<file path="src/rtl/alu_pkg.sv">
package alu_pkg;
  localparam int DataW = 32;
  localparam int ImmW  = DataW / 2;

  typedef enum logic [1:0] {
    ClsUpper = 2'b00,
    ClsLess  = 2'b01,
    ClsArith = 2'b10,
    ClsLogic = 2'b11
  } fn_class_e;

  typedef enum logic [1:0] {
    LgAnd = 2'b00,
    LgOr  = 2'b01,
    LgXor = 2'b10,
    LgNor = 2'b11
  } logic_fn_e;

  typedef struct packed {
    logic      doSub;
    logic_fn_e lgSel;
    logic      pickUpper;
    logic      pickLess;
    logic      pickArith;
    logic      pickLogic;
  } alu_strobe_t;
endpackage

</file>
<file path="src/rtl/alu_control.sv">
module alu_control
  import alu_pkg::*;
(
  input  logic        clk,
  input  logic        rstN,
  input  logic [1:0]  fnClass,
  input  logic        subOp,
  input  logic [1:0]  logicFn,
  output alu_strobe_t strobes
);
  always_comb begin
    strobes           = '0;
    strobes.doSub     = subOp;
    strobes.lgSel     = logic_fn_e'(logicFn);
    unique case (fn_class_e'(fnClass))
      ClsUpper: strobes.pickUpper = 1'b1;
      ClsLess:  strobes.pickLess  = 1'b1;
      ClsArith: strobes.pickArith = 1'b1;
      default:  strobes.pickLogic = 1'b1;
    endcase
  end

  // Exactly one result class is selected (supports R1, R2, R4, R5)
  p_onehot_class_r5: assert property (@(posedge clk) disable iff (!rstN)
    $countones({strobes.pickUpper, strobes.pickLess,
                strobes.pickArith, strobes.pickLogic}) == 1);
endmodule

</file>
<file path="src/rtl/alu_datapath.sv">
module alu_datapath
  import alu_pkg::*;
#(
  parameter int W  = DataW,
  parameter int IW = ImmW
)(
  input  logic          clk,
  input  logic          rstN,
  input  alu_strobe_t   strobes,
  input  logic [W-1:0]  opA,
  input  logic [W-1:0]  opB,
  input  logic [IW-1:0] upperImm,
  output logic [W-1:0]  result,
  output logic          zeroFlag
);
  localparam int LowW = W - IW;

  logic [W-1:0] bEff;
  logic [W:0]   sumWide;
  logic [W-1:0] sumOut;
  logic         lessFlag;
  logic [W-1:0] logicOut;
  logic [W-1:0] upperOut;

  assign bEff    = strobes.doSub ? ~opB : opB;
  assign sumWide = {1'b0, opA} + {1'b0, bEff} + {{W{1'b0}}, strobes.doSub};
  assign sumOut  = sumWide[W-1:0];

  // signed less-than: sign of the difference, corrected when the subtraction overflows
  assign lessFlag = (opA[W-1] != opB[W-1]) ? opA[W-1] : sumOut[W-1];

  assign upperOut = {upperImm, {LowW{1'b0}}};

  always_comb begin
    unique case (strobes.lgSel)
      LgAnd:   logicOut = opA & opB;
      LgOr:    logicOut = opA | opB;
      LgXor:   logicOut = opA ^ opB;
      default: logicOut = ~(opA | opB);
    endcase
  end

  always_comb begin
    result = logicOut;
    if (strobes.pickUpper)      result = upperOut;
    else if (strobes.pickLess)  result = {{(W-1){1'b0}}, lessFlag};
    else if (strobes.pickArith) result = sumOut;
  end

  assign zeroFlag = (sumOut == '0);

  // the upper class leaves the low half at zero
  p_upper_low_zero_r1: assert property (@(posedge clk) disable iff (!rstN)
    strobes.pickUpper |-> result[LowW-1:0] == '0);

  // the set-less class gives 0 or 1 only
  p_less_bool_r2: assert property (@(posedge clk) disable iff (!rstN)
    strobes.pickLess |-> result[W-1:1] == '0);

  // the less flag agrees with a signed comparison
  p_less_signed_r3: assert property (@(posedge clk) disable iff (!rstN)
    (strobes.pickLess && strobes.doSub) |-> result[0] == ($signed(opA) < $signed(opB)));

  // the arithmetic class matches the reference sum or difference
  p_arith_r4: assert property (@(posedge clk) disable iff (!rstN)
    strobes.pickArith |-> result == (strobes.doSub ? opA - opB : opA + opB));

  // the zero flag follows operand equality while subtracting
  p_zero_eq_r6: assert property (@(posedge clk) disable iff (!rstN)
    strobes.doSub |-> zeroFlag == (opA == opB));
endmodule

</file>
<file path="src/rtl/alu_core.sv">
module alu_core
  import alu_pkg::*;
(
  input  logic        clk,
  input  logic        rstN,
  input  logic [1:0]  fnClass,
  input  logic        subOp,
  input  logic [1:0]  logicFn,
  input  logic [31:0] opA,
  input  logic [31:0] opB,
  input  logic [15:0] upperImm,
  output logic [31:0] result,
  output logic        zeroFlag
);
  alu_strobe_t strobes;

  alu_control uCtrl (
    .clk     (clk),
    .rstN    (rstN),
    .fnClass (fnClass),
    .subOp   (subOp),
    .logicFn (logicFn),
    .strobes (strobes)
  );

  alu_datapath #(.W(DataW), .IW(ImmW)) uDp (
    .clk      (clk),
    .rstN     (rstN),
    .strobes  (strobes),
    .opA      (opA),
    .opB      (opB),
    .upperImm (upperImm),
    .result   (result),
    .zeroFlag (zeroFlag)
  );

  // outside the logic class, the logic field cannot steer the result
  p_logicfn_ignored_r7: assert property (@(posedge clk) disable iff (!rstN)
    (fnClass != 2'b11 && $stable(fnClass) && $stable(subOp) && $stable(opA)
     && $stable(opB) && $stable(upperImm)) |-> $stable(result));
endmodule

</file>
<file path="config.mk">
export PLATFORM = sky130hd
export DESIGN_NAME = alu_core
export DESIGN_NICKNAME = d
export VERILOG_FILES = /design/src/rtl/alu_pkg.sv /design/src/rtl/alu_control.sv /design/src/rtl/alu_datapath.sv /design/src/rtl/alu_core.sv
export SDC_FILE = /design/constraint.sdc
export NUM_CORES = 1
export LEC_CHECK = 0
export BUFFER_PORTS_ARGS = -buffer_cell sky130_fd_sc_hd__buf_4
export CORE_AREA = 2 2 102 94
export DETAILED_ROUTE_END_ITERATION = 7
export DIE_AREA = 0 0 104 96
export PLACE_DENSITY = 0.79
export RECOVER_POWER = 50
export REMOVE_ABC_BUFFERS = 1
export SYNTH_ARGS = -nofsm -noshare
export SYNTH_HDL_FRONTEND = slang
export SYNTH_HIERARCHICAL = 1
export SYNTH_SLANG_ARGS = --single-unit
</file>
<file path="constraint.sdc">
create_clock -name vclk -period 6.4
set_input_delay 1.28 -clock vclk [all_inputs]
set_output_delay 1.28 -clock vclk [all_outputs]
set_load 0.005 [all_outputs]
</file>
After elaboration in Yosys (flattened, before gate mapping) --
Index checks and enable logic that the tools add are counted.
Operators by class: equal/unequal tests 5, add/subtract/negate cells 2, bitwise gates (word level) 5, reduce and logical (&&, ||, !) cells 3, multiplexer cells 9
Operator list (number):
- two-way mux 32 bit | 4
- case mux 32 bit (3 select lines) | 1
- NOT 32 bit | 2
- adder 32 x 1 -> 32 bit | 1
- adder 32 bit | 1
- AND 32 bit | 1
- logical NOT 32 bit | 1
- bitwise OR 32 bit | 1
- bitwise XOR 32 bit | 1
- equality test 2 x 1 -> 1 bit (second input constant) | 2
- equality test 2 bit (second input constant) | 2
- logical NOT 2 bit | 2
- two-way mux 1 bit | 4
- != test 1 bit | 1
Word-level totals: input bits 87, register bits 0, logic and storage cells 24

Depth between registers and ports, before layout --
Gate-level depths: netlist (run 1).
depth after elaboration 7, gate-level depth with buffers 16, gate-level depth less buffers 13

Hierarchy --
Netlist (run 1), hierarchy kept.
Modules (own cells, without submodules):
- alu_datapath | cells each 672, area an instance 4574.4 um^2, instances 1
- alu_control | cells each 7, area an instance 48.8 um^2, instances 1

Worst setup path after synthesis (run 1) --
No wires, ideal clock.
kind input -> output, start point input port subOp, end point output port zeroFlag, data arrival time 4.759 ns, data required time 5.120 ns, setup slack 0.361 ns, cell stages on the path 15, buffers on the path 3, path through buf_4 -> clkbuf_1 -> buf_1 -> xor2_1 -> fa_1 -> a21o_1 -> a21oi_1 -> xor2_1 -> nand2_1 -> or4_1 -> nand4b_1 -> or4_1 -> nor4_1 -> and4b_1 -> and3_1
On the way: cells in the longest elaborated chain, start to end 4
RTL lines:
- start: declaration | line alu_core.sv:7 | input logic subOp,
- two-way mux 32 bit | line alu_datapath.sv:25 | assign bEff = strobes.doSub ? ~opB : opB;
- adder 32 bit | line alu_datapath.sv:26 | assign sumWide = {1'b0, opA} + {1'b0, bEff} + {{W{1'b0}}, strobes.doSub};
- adder 32 x 1 -> 32 bit * | line alu_datapath.sv:26
- logical NOT 32 bit * | line alu_datapath.sv:50 | assign zeroFlag = (sumOut == '0);
- end: declaration | line alu_core.sv:13 | output logic zeroFlag
Every way passes the cells marked *; elsewhere a longest branch is shown, timed or not.

Worst setup path after layout (run 1) --
start point input port opB[0], end point output port zeroFlag
On the way: cells in the longest elaborated chain, start to end 5
RTL lines:
- start: declaration | line alu_core.sv:10 | input logic [31:0] opB,
- NOT 32 bit | line alu_datapath.sv:25
- two-way mux 32 bit * | line alu_datapath.sv:25
- adder 32 bit * | line alu_datapath.sv:26
- adder 32 x 1 -> 32 bit * | line alu_datapath.sv:26
- logical NOT 32 bit * | line alu_datapath.sv:50
Marks and branches as above.

==> impl_metrics.env, run 1 <==
export IMPL_grt_antenna_before_repair=0
export IMPL_wirelength_um=12900
export IMPL_design_area_mm2=0.00552
export IMPL_leakagePower_nw=2.79
export IMPL_crit_path_max_fanout=4
export IMPL_critPathKind="input pin to primary output"
export IMPL_fin_total_pwr_mw=0.586
export IMPL_slowest_delay_ps=530
export IMPL_required_ps=5120
export IMPL_timing_final_crit_period_ps=6200
export IMPL_clkbuf_count=0
export IMPL_ys_warn_count=6
export IMPL_seqPwrFrac_pct=0
export IMPL_start_util_pct=51.8
export IMPL_status="finished, violations left"
export IMPL_rows=33
export IMPL_grt_pass1_wl_um=21300
export IMPL_cp_start_kind="input pin"
export IMPL_p_per_area_mw_per_mm2=106
export IMPL_sw_frac_of_total_pct=55.7
export IMPL_vias=5054
export IMPL_grt_util_all_layers_pct=24.7
export IMPL_syn_to_final_growth_pct=19.7
export IMPL_place_ws_ps=227
export IMPL_place_gp_congestion=0.925
export IMPL_final_layout_size_suffix_gt1_share_pct=18.3
export IMPL_rsz0062_at_grt="false"
export IMPL_synthCells=678
export IMPL_final_common_cell="buf_4"
export IMPL_period_share_pct=96.9
export IMPL_finalSetupViolations=0
export IMPL_cap_violations=1
export IMPL_drv_slew=32
export IMPL_max_freq_mhz=161
export IMPL_die_w_um=104
export IMPL_port_buffers=118
export IMPL_worst_slew_pin_slew_ps=2170
export IMPL_final_hold_violation_count=0
export IMPL_grt_overflow_total=0
export IMPL_dieArea_mm2=0.00998
export IMPL_ant_nets=0
export IMPL_arrival_ps=4920
export IMPL_seq_cells=0
export IMPL_finalSetupTns_ps=0
export IMPL_final_cell_mix="buf_4, ha_1, inv_1, a211oi_1, nand2_1"
export IMPL_dr_first_iter_drc_count=190
export IMPL_drc=0
export IMPL_diodes=0
export IMPL_fillers=814
export IMPL_slew_headroom_pct=-44.7
export IMPL_postPlaceCellArea_mm2=0.00553
export IMPL_holdCritPathClass="input pin to primary output"
export IMPL_via_per_inst=5.72
export IMPL_die_h_um=96
export IMPL_syn_cell_area_mm2=0.00462
export IMPL_violations="capacitance limit, slew limit"
export IMPL_grt_pass1_vias=4811
export IMPL_vdd_drop_max_mv=0.0693
export IMPL_firstDrtPassIters=4
export IMPL_p_sw_mw=0.326
export IMPL_setup_slack_ps=197
export IMPL_ioPinCount=120
export IMPL_cts_setup_buffers=0
export IMPL_cell_internal_pwr_mw=0.260
export IMPL_dp_hpwl_um=10300
export IMPL_wl_per_cell_um=14.7
export IMPL_ff_latch_area_um2=0
export IMPL_grt_max_degree=96
export IMPL_pwr_share_comb_pct=100.0
export IMPL_crit_path_end_kind="primary output"
export IMPL_clkPwrFrac_pct=0
export IMPL_crit_slowest_cell="or4_1"
export IMPL_syn_area_per_cell_um2=6.81
export IMPL_core_area_mm2=0.00892
export IMPL_num_nets_final=949
export IMPL_crit_chain="buf_4 -> mux2i_2 -> inv_1 -> fa_1 -> a21o_1 -> a21oi_1 -> xor2_1 -> nand2_1 -> or4_1 -> nand4b_1 -> or4_1 -> nor4_1 -> and4b_1 -> and3_1 -> buf_4"
critical path, delay by kind of cell:
kind,cells,cell delay (ps)
and+or+nand+nor,7,2010
adders and majority gates,1,450
AOI/OAI and AO/OA,2,340
buffers and inverters,3,320
muxes,1,300
xor gates and xnor gates,1,210
metal layers:
metal | vias to the layer above | global-route usage (%) | part of all wire [%]
li1 | 2539 | - | -
met1 | 2352 | 30.3 | 45
met2 | 152 | 48.7 | 50
met3 | 11 | 1.69 | 4.6
met4 | 0 | 3.49 | 0.83
met5 | - | 0 | 0
power by group through the flow:
stage / logic, mW / registers (mW) / clock network [mW]
floorplan: 0.367 / 0 / 0
global placement: 0.555 / 0 / 0
detailed placement: 0.574 / 0 / 0
CTS: 0.577 / 0 / 0
global route: 0.647 / 0 / 0
finish: 0.586 / 0 / 0
timing repair:
item	4_1_cts	5_1_grt
hold buffers	0	0
gates resized for setup	0	1
endpoints found under the setup margin	0	1
area by class of cell:
type | instances | area [um2] | area share [%]
multi-input cells | 560 | 4170 | 75.4
repair buffers | 122 | 908 | 16.4
inverters | 79 | 297 | 5.37
well taps | 122 | 153 | 2.76
per-stage QoR:
step           hold WS (ps)  cells  util, %
2_1_floorplan          2650    639        -
3_3_place_gp           2820    883     62.0
3_5_place_dp           2830    883     62.0
4_1_cts                2830    883     62.0
5_1_grt                2840    883     61.9
6_report               2820    883     61.9
worst paths after layout:
kind / startpoint / cells past startpoint / endpoint / slack, ps
setup / recovery: opB[0] / 15 / zeroFlag / 200
hold / removal: upperImm[7] / 4 / result[23] / 2820
Power figures use the tool's default switching activity.
==> run 2: changes to the inputs <==
--- a/config.mk
+++ b/config.mk
@@ -5,13 +5,14 @@
 export SDC_FILE = /design/constraint.sdc
 export NUM_CORES = 1
 export LEC_CHECK = 0
-export BUFFER_PORTS_ARGS = -buffer_cell sky130_fd_sc_hd__buf_4
+export BUFFER_PORTS_ARGS = -buffer_cell sky130_fd_sc_hd__buf_2
 export CORE_AREA = 2 2 102 94
 export DETAILED_ROUTE_END_ITERATION = 7
 export DIE_AREA = 0 0 104 96
 export PLACE_DENSITY = 0.79
 export RECOVER_POWER = 50
 export REMOVE_ABC_BUFFERS = 1
+export SKIP_LAST_GASP = 1
 export SYNTH_ARGS = -nofsm -noshare
 export SYNTH_HDL_FRONTEND = slang
 export SYNTH_HIERARCHICAL = 1
==> constraint.sdc (replaced) <==
create_clock -name vclk -period 7.28
set_input_delay 1.456 -clock vclk [all_inputs]
set_output_delay 1.456 -clock vclk [all_outputs]
set_load 0.005 [all_outputs]
==> run 2 against run 1 <==
Against the previous run: the flow still finishes with violations (capacitance limit, slew limit); total power fell by 18%; die area unchanged; first-iteration DRC count up 10%; via count fell by 1.3%.
==> impl_metrics.env, run 2 (synthesized netlist as in run 1, its figures left out) <==
export IMPL_dp_hpwl_um=9960
export IMPL_finalSetupViolations=0
export IMPL_fin_total_pwr_mw=0.482
export IMPL_start_util_pct=51.8
export IMPL_final_common_cell="buf_2"
export IMPL_holdCritPathClass="input pin to primary output"
export IMPL_drv_slew=68
export IMPL_place_ws_ps=465
export IMPL_grt_antenna_before_repair=0
export IMPL_grt_overflow_total=0
export IMPL_rows=33
export IMPL_ant_nets=0
export IMPL_gr_usage_met3_pct=0.812
export IMPL_setup_worst_path_start="subOp"
export IMPL_endpoint="result[0]"
export IMPL_ctsHoldBuffers=0
export IMPL_fillers=883
export IMPL_port_buffers=118
export IMPL_grt_use_met1_pct=30.2
export IMPL_wl_per_cell_um=13.9
export IMPL_leakagePower_nw=2.68
export IMPL_cts_resized_gates=0
export IMPL_final_cell_mix="buf_2, ha_1, inv_1, a211oi_1, nand2_1"
export IMPL_vias=4989
export IMPL_design_area_mm2=0.00523
export IMPL_grt_pass1_wl_um=20500
export IMPL_violations="capacitance limit, slew limit"
export IMPL_grt_max_degree=68
export IMPL_dr_first_iter_drc_count=209
export IMPL_cp_start_kind="input pin"
export IMPL_worst_slew_pin_slew_ps=2660
export IMPL_top_usage_layer="met2"
export IMPL_crit_chain="buf_2 -> buf_4 -> xor2_1 -> ha_1 -> and3_1 -> nand2_1 -> nor3b_1 -> o41a_1 -> o31a_1 -> o31a_1 -> a31oi_1 -> xnor2_1 -> nand2_1 -> a311oi_1 -> buf_2"
export IMPL_place_gp_congestion=0.948
export IMPL_syn_to_final_growth_pct=13.2
export IMPL_crit_path_max_fanout=20
export IMPL_finalSetupTns_ps=0
export IMPL_timing_final_crit_period_ps=6850
export IMPL_final_hold_violation_count=0
export IMPL_crit_buf_inv=3
export IMPL_seq_cells=0
export IMPL_drc=0
export IMPL_critPathKind="input pin to primary output"
export IMPL_slew_headroom_pct=-77.1
export IMPL_grt_pass1_vias=4795
export IMPL_grt_util_met2_pct=44.8
export IMPL_worst_hold_startpoint="upperImm[1]"
export IMPL_ff_latch_area_um2=0
export IMPL_postPlaceCellArea_mm2=0.00525
export IMPL_hold_worst_slack_ps=3190
export IMPL_vdd_drop_max_mv=0.0455
export IMPL_max_freq_mhz=146
export IMPL_die_h_um=96
export IMPL_rsz0062_at_grt="false"
export IMPL_p_per_area_mw_per_mm2=92.3
export IMPL_path_depth=15
export IMPL_crit_slowest_cell="o41a_1"
export IMPL_setup_slack_ps=435
export IMPL_num_nets_final=950
export IMPL_required_ps=5820
export IMPL_slowest_delay_ps=520
export IMPL_dieArea_mm2=0.00998
export IMPL_multi_input_comb_area_mm2=0.00416
export IMPL_crit_path_end_kind="primary output"
export IMPL_arrival_ps=5390
export IMPL_cts_setup_buffers=0
export IMPL_status="finished, violations left"
export IMPL_cap_violations=1
export IMPL_final_layout_size_suffix_gt1_share_pct=16.9
export IMPL_diodes=0
export IMPL_wirelength_um=12300
export IMPL_grt_util_all_layers_pct=23.5
export IMPL_via_per_inst=5.64
export IMPL_clkbuf_count=0
export IMPL_period_share_pct=94.0
export IMPL_core_area_mm2=0.00892
export IMPL_critical_path_top_delay_family="compound AO/OA/AOI/OAI gates"
export IMPL_firstDrtPassIters=5
export IMPL_die_w_um=104
export IMPL_ioPinCount=120
-- run 2: changes by cell type in the layout (fill, tap and decap cells not counted), sizes merged --
| cell | change |
|---|---|
| clkbuf | +10 |
| buf | -9 |
-- run 2: worst min-delay path, stage by stage --
cell and delay, ps:
buf_2 80, nand2_1 40, o21ai_0 50, buf_2 110
-- run 2: area by class of cell --
cell class / instances / area share (%)
multi-input cells: 560 / 79.7
repair buffers: 123 / 11.7
inverters: 79 / 5.67
well taps: 122 / 2.92
-- run 2: worst min-delay path by stage --
| stage | cells past startpoint | endpoint | slack [ps] |
|---|---|---|---|
| 2_1_floorplan | 2 | result[23] | 3000 |
| 3_3_place_gp | 4 | result[23] | 3170 |
| 3_5_place_dp | 4 | result[23] | 3190 |
| 4_1_cts | 4 | result[23] | 3190 |
| 5_1_grt | 4 | result[23] | 3200 |
| 6_report | 4 | result[17] | 3190 |
-- run 2: power breakdown --
part / total, mW / switching [mW] / internal, mW
sequential: 0 / 0 / 0
combinational: 0.482 / 0.281 / 0.202
clock: 0 / 0 / 0
-- run 2: routing by layer --
metal	part of all wire [%]	wire length, um
met2	49	5990
met4	0.78	96
met3	5.0	617
met5	0	0
met1	45	5550
-- run 2: per-stage QoR --
stage | util (%) | std cells
2_1_floorplan | - | 639
3_3_place_gp | 58.8 | 884
3_5_place_dp | 58.8 | 884
4_1_cts | 58.8 | 884
5_1_grt | 58.6 | 884
6_report | 58.6 | 884
==> run 3: changes to the inputs <==
--- a/config.mk
+++ b/config.mk
@@ -5,10 +5,11 @@
 export SDC_FILE = /design/constraint.sdc
 export NUM_CORES = 1
 export LEC_CHECK = 0
-export BUFFER_PORTS_ARGS = -buffer_cell sky130_fd_sc_hd__buf_2
+export BUFFER_PORTS_ARGS = -buffer_cell sky130_fd_sc_hd__buf_4
 export CORE_AREA = 2 2 102 94
 export DETAILED_ROUTE_END_ITERATION = 7
 export DIE_AREA = 0 0 104 96
+export MAX_ROUTING_LAYER = met4
 export PLACE_DENSITY = 0.79
 export RECOVER_POWER = 50
 export REMOVE_ABC_BUFFERS = 1
==> run 3 against run 2 <==
Against the previous run: the run still ends with capacitance limit, slew limit left; non-clock buffer count decreased by 2; sequential share of layout area stayed put; combinational power rose by 5.8%; maximum frequency up 1.9%; setup slack improved by 130 ps; via count up 1.5%; core utilization increased by 3.3 points; worst hold slack lost 13 ps; count of clock-buffer cells in the layout unchanged; first-iteration DRC count up 1.9%; wire length grew 1.3%; cell area increased by 5.6%.
==> impl_metrics.env, run 3 (synthesized netlist as in run 1, its figures left out) <==
export IMPL_critPathKind="input pin to primary output"
export IMPL_pwr_share_comb_pct=100.0
export IMPL_finalSetupViolations=0
export IMPL_worst_slew_pin_slew_ps=1710
export IMPL_rsz0062_at_grt="false"
export IMPL_firstDrtPassIters=5
export IMPL_cp_start_kind="input pin"
export IMPL_endpoint="zeroFlag"
export IMPL_critical_path_top_delay_family="simple AND/OR/NAND/NOR gates"
export IMPL_core_area_mm2=0.00892
export IMPL_clkbuf_count=0
export IMPL_final_cell_mix="buf_4, ha_1, inv_1, a211oi_1, nand2_1"
export IMPL_slowest_delay_ps=580
export IMPL_grt_antenna_before_repair=0
export IMPL_final_hold_violation_count=0
export IMPL_crit_buf_inv=3
export IMPL_cell_internal_pwr_mw=0.228
export IMPL_dp_hpwl_um=9890
export IMPL_grt_pass1_wl_um=20800
export IMPL_drc=0
export IMPL_grt_pass1_vias=4743
export IMPL_die_h_um=96
export IMPL_num_nets_final=948
export IMPL_drv_slew=96
export IMPL_place_gp_congestion=0.937
export IMPL_crit_slowest_cell="or4_1"
export IMPL_hold_worst_slack_ps=3170
export IMPL_grt_max_degree=96
export IMPL_design_area_mm2=0.00552
export IMPL_via_per_inst=5.74
export IMPL_sw_frac_of_total_pct=55.4
export IMPL_postPlaceCellArea_mm2=0.00553
export IMPL_grt_util_all_layers_pct=24.5
export IMPL_arrival_ps=5260
export IMPL_worst_hold_startpoint="upperImm[7]"
export IMPL_fillers=827
export IMPL_ioPinCount=120
export IMPL_clkPwrFrac_pct=0
export IMPL_vdd_drop_max_mv=0.0632
export IMPL_seq_cells=0
export IMPL_cap_violations=1
export IMPL_p_sw_mw=0.282
export IMPL_setup_worst_path_start="subOp"
export IMPL_ant_nets=0
export IMPL_ctsHoldBuffers=0
export IMPL_dieArea_mm2=0.00998
export IMPL_finalSetupTns_ps=0
export IMPL_seqPwrFrac_pct=0
export IMPL_crit_path_max_fanout=20
export IMPL_rows=33
export IMPL_status="finished, violations left"
export IMPL_final_layout_size_suffix_gt1_share_pct=18.3
export IMPL_cts_setup_buffers=0
export IMPL_start_util_pct=51.8
export IMPL_wirelength_um=12400
export IMPL_dr_first_iter_drc_count=213
export IMPL_slew_headroom_pct=-13.9
export IMPL_final_common_cell="buf_4"
export IMPL_path_depth=14
export IMPL_die_w_um=104
export IMPL_holdCritPathClass="input pin to primary output"
export IMPL_violations="capacitance limit, slew limit"
export IMPL_period_share_pct=92.3
export IMPL_ff_latch_area_um2=0
export IMPL_required_ps=5820
export IMPL_crit_path_end_kind="primary output"
export IMPL_crit_chain="buf_4 -> mux2i_1 -> inv_1 -> fa_1 -> a211oi_1 -> o21ai_0 -> a211oi_1 -> o31ai_1 -> xor2_1 -> or4_1 -> nor4_1 -> and4b_1 -> and3_1 -> buf_4"
export IMPL_p_per_area_mw_per_mm2=92.4
export IMPL_diodes=0
export IMPL_timing_final_crit_period_ps=6720
export IMPL_vias=5062
export IMPL_grt_overflow_total=0
export IMPL_wl_per_cell_um=14.1
export IMPL_cts_resized_gates=0
export IMPL_max_freq_mhz=149
export IMPL_port_buffers=118
export IMPL_syn_to_final_growth_pct=19.6
export IMPL_leakagePower_nw=2.80
run 3: cell type report:
| class | count | area, um2 | area share (%) |
|---|---|---|---|
| Inverter | 79 | 297 | 5.37 |
| Multi-Input combinational cell | 560 | 4160 | 75.4 |
| Tap cell | 122 | 153 | 2.77 |
| Timing Repair Buffer | 121 | 906 | 16.4 |
run 3: worst min-delay path by stage:
stage	endpoint	depth (start not counted)
finish	result[23]	4
global route	result[23]	4
CTS	result[23]	4
detailed placement	result[23]	4
global placement	result[23]	4
floorplan	result[23]	2
run 3: per-layer routing:
metal | up-vias | share of wire [%] | global-route usage (%)
met3 | 12 | 5.8 | 2.37
met5 | - | 0 | -
met1 | 2349 | 44 | 30.3
met2 | 160 | 49 | 44.4
li1 | 2541 | - | -
met4 | 0 | 1.0 | 4.39
run 3: power groups by stage:
stage / sequential [mW] / clock [mW] / combinational [mW]
6_report: 0 / 0 / 0.510
5_1_grt: 0 / 0 / 0.569
4_1_cts: 0 / 0 / 0.506
3_5_place_dp: 0 / 0 / 0.502
3_3_place_gp: 0 / 0 / 0.487
2_1_floorplan: 0 / 0 / 0.322
run 3: through the flow:
stage                     setup WS [ps]  power (mW)  std cells  util, %
after global routing                319       0.569        882     61.9
after global placement              689       0.487        882     62.0
after detailed placement            704       0.502        882     62.0
after CTS                           683       0.506        882     62.0
after floorplan                    1450       0.322        639        -
final                               560       0.510        882     61.9
run 3: tightest hold or removal path, delay by kind of cell:
family,cells,cell delay [ps]
buf+inv,2,170
simple gates,2,90
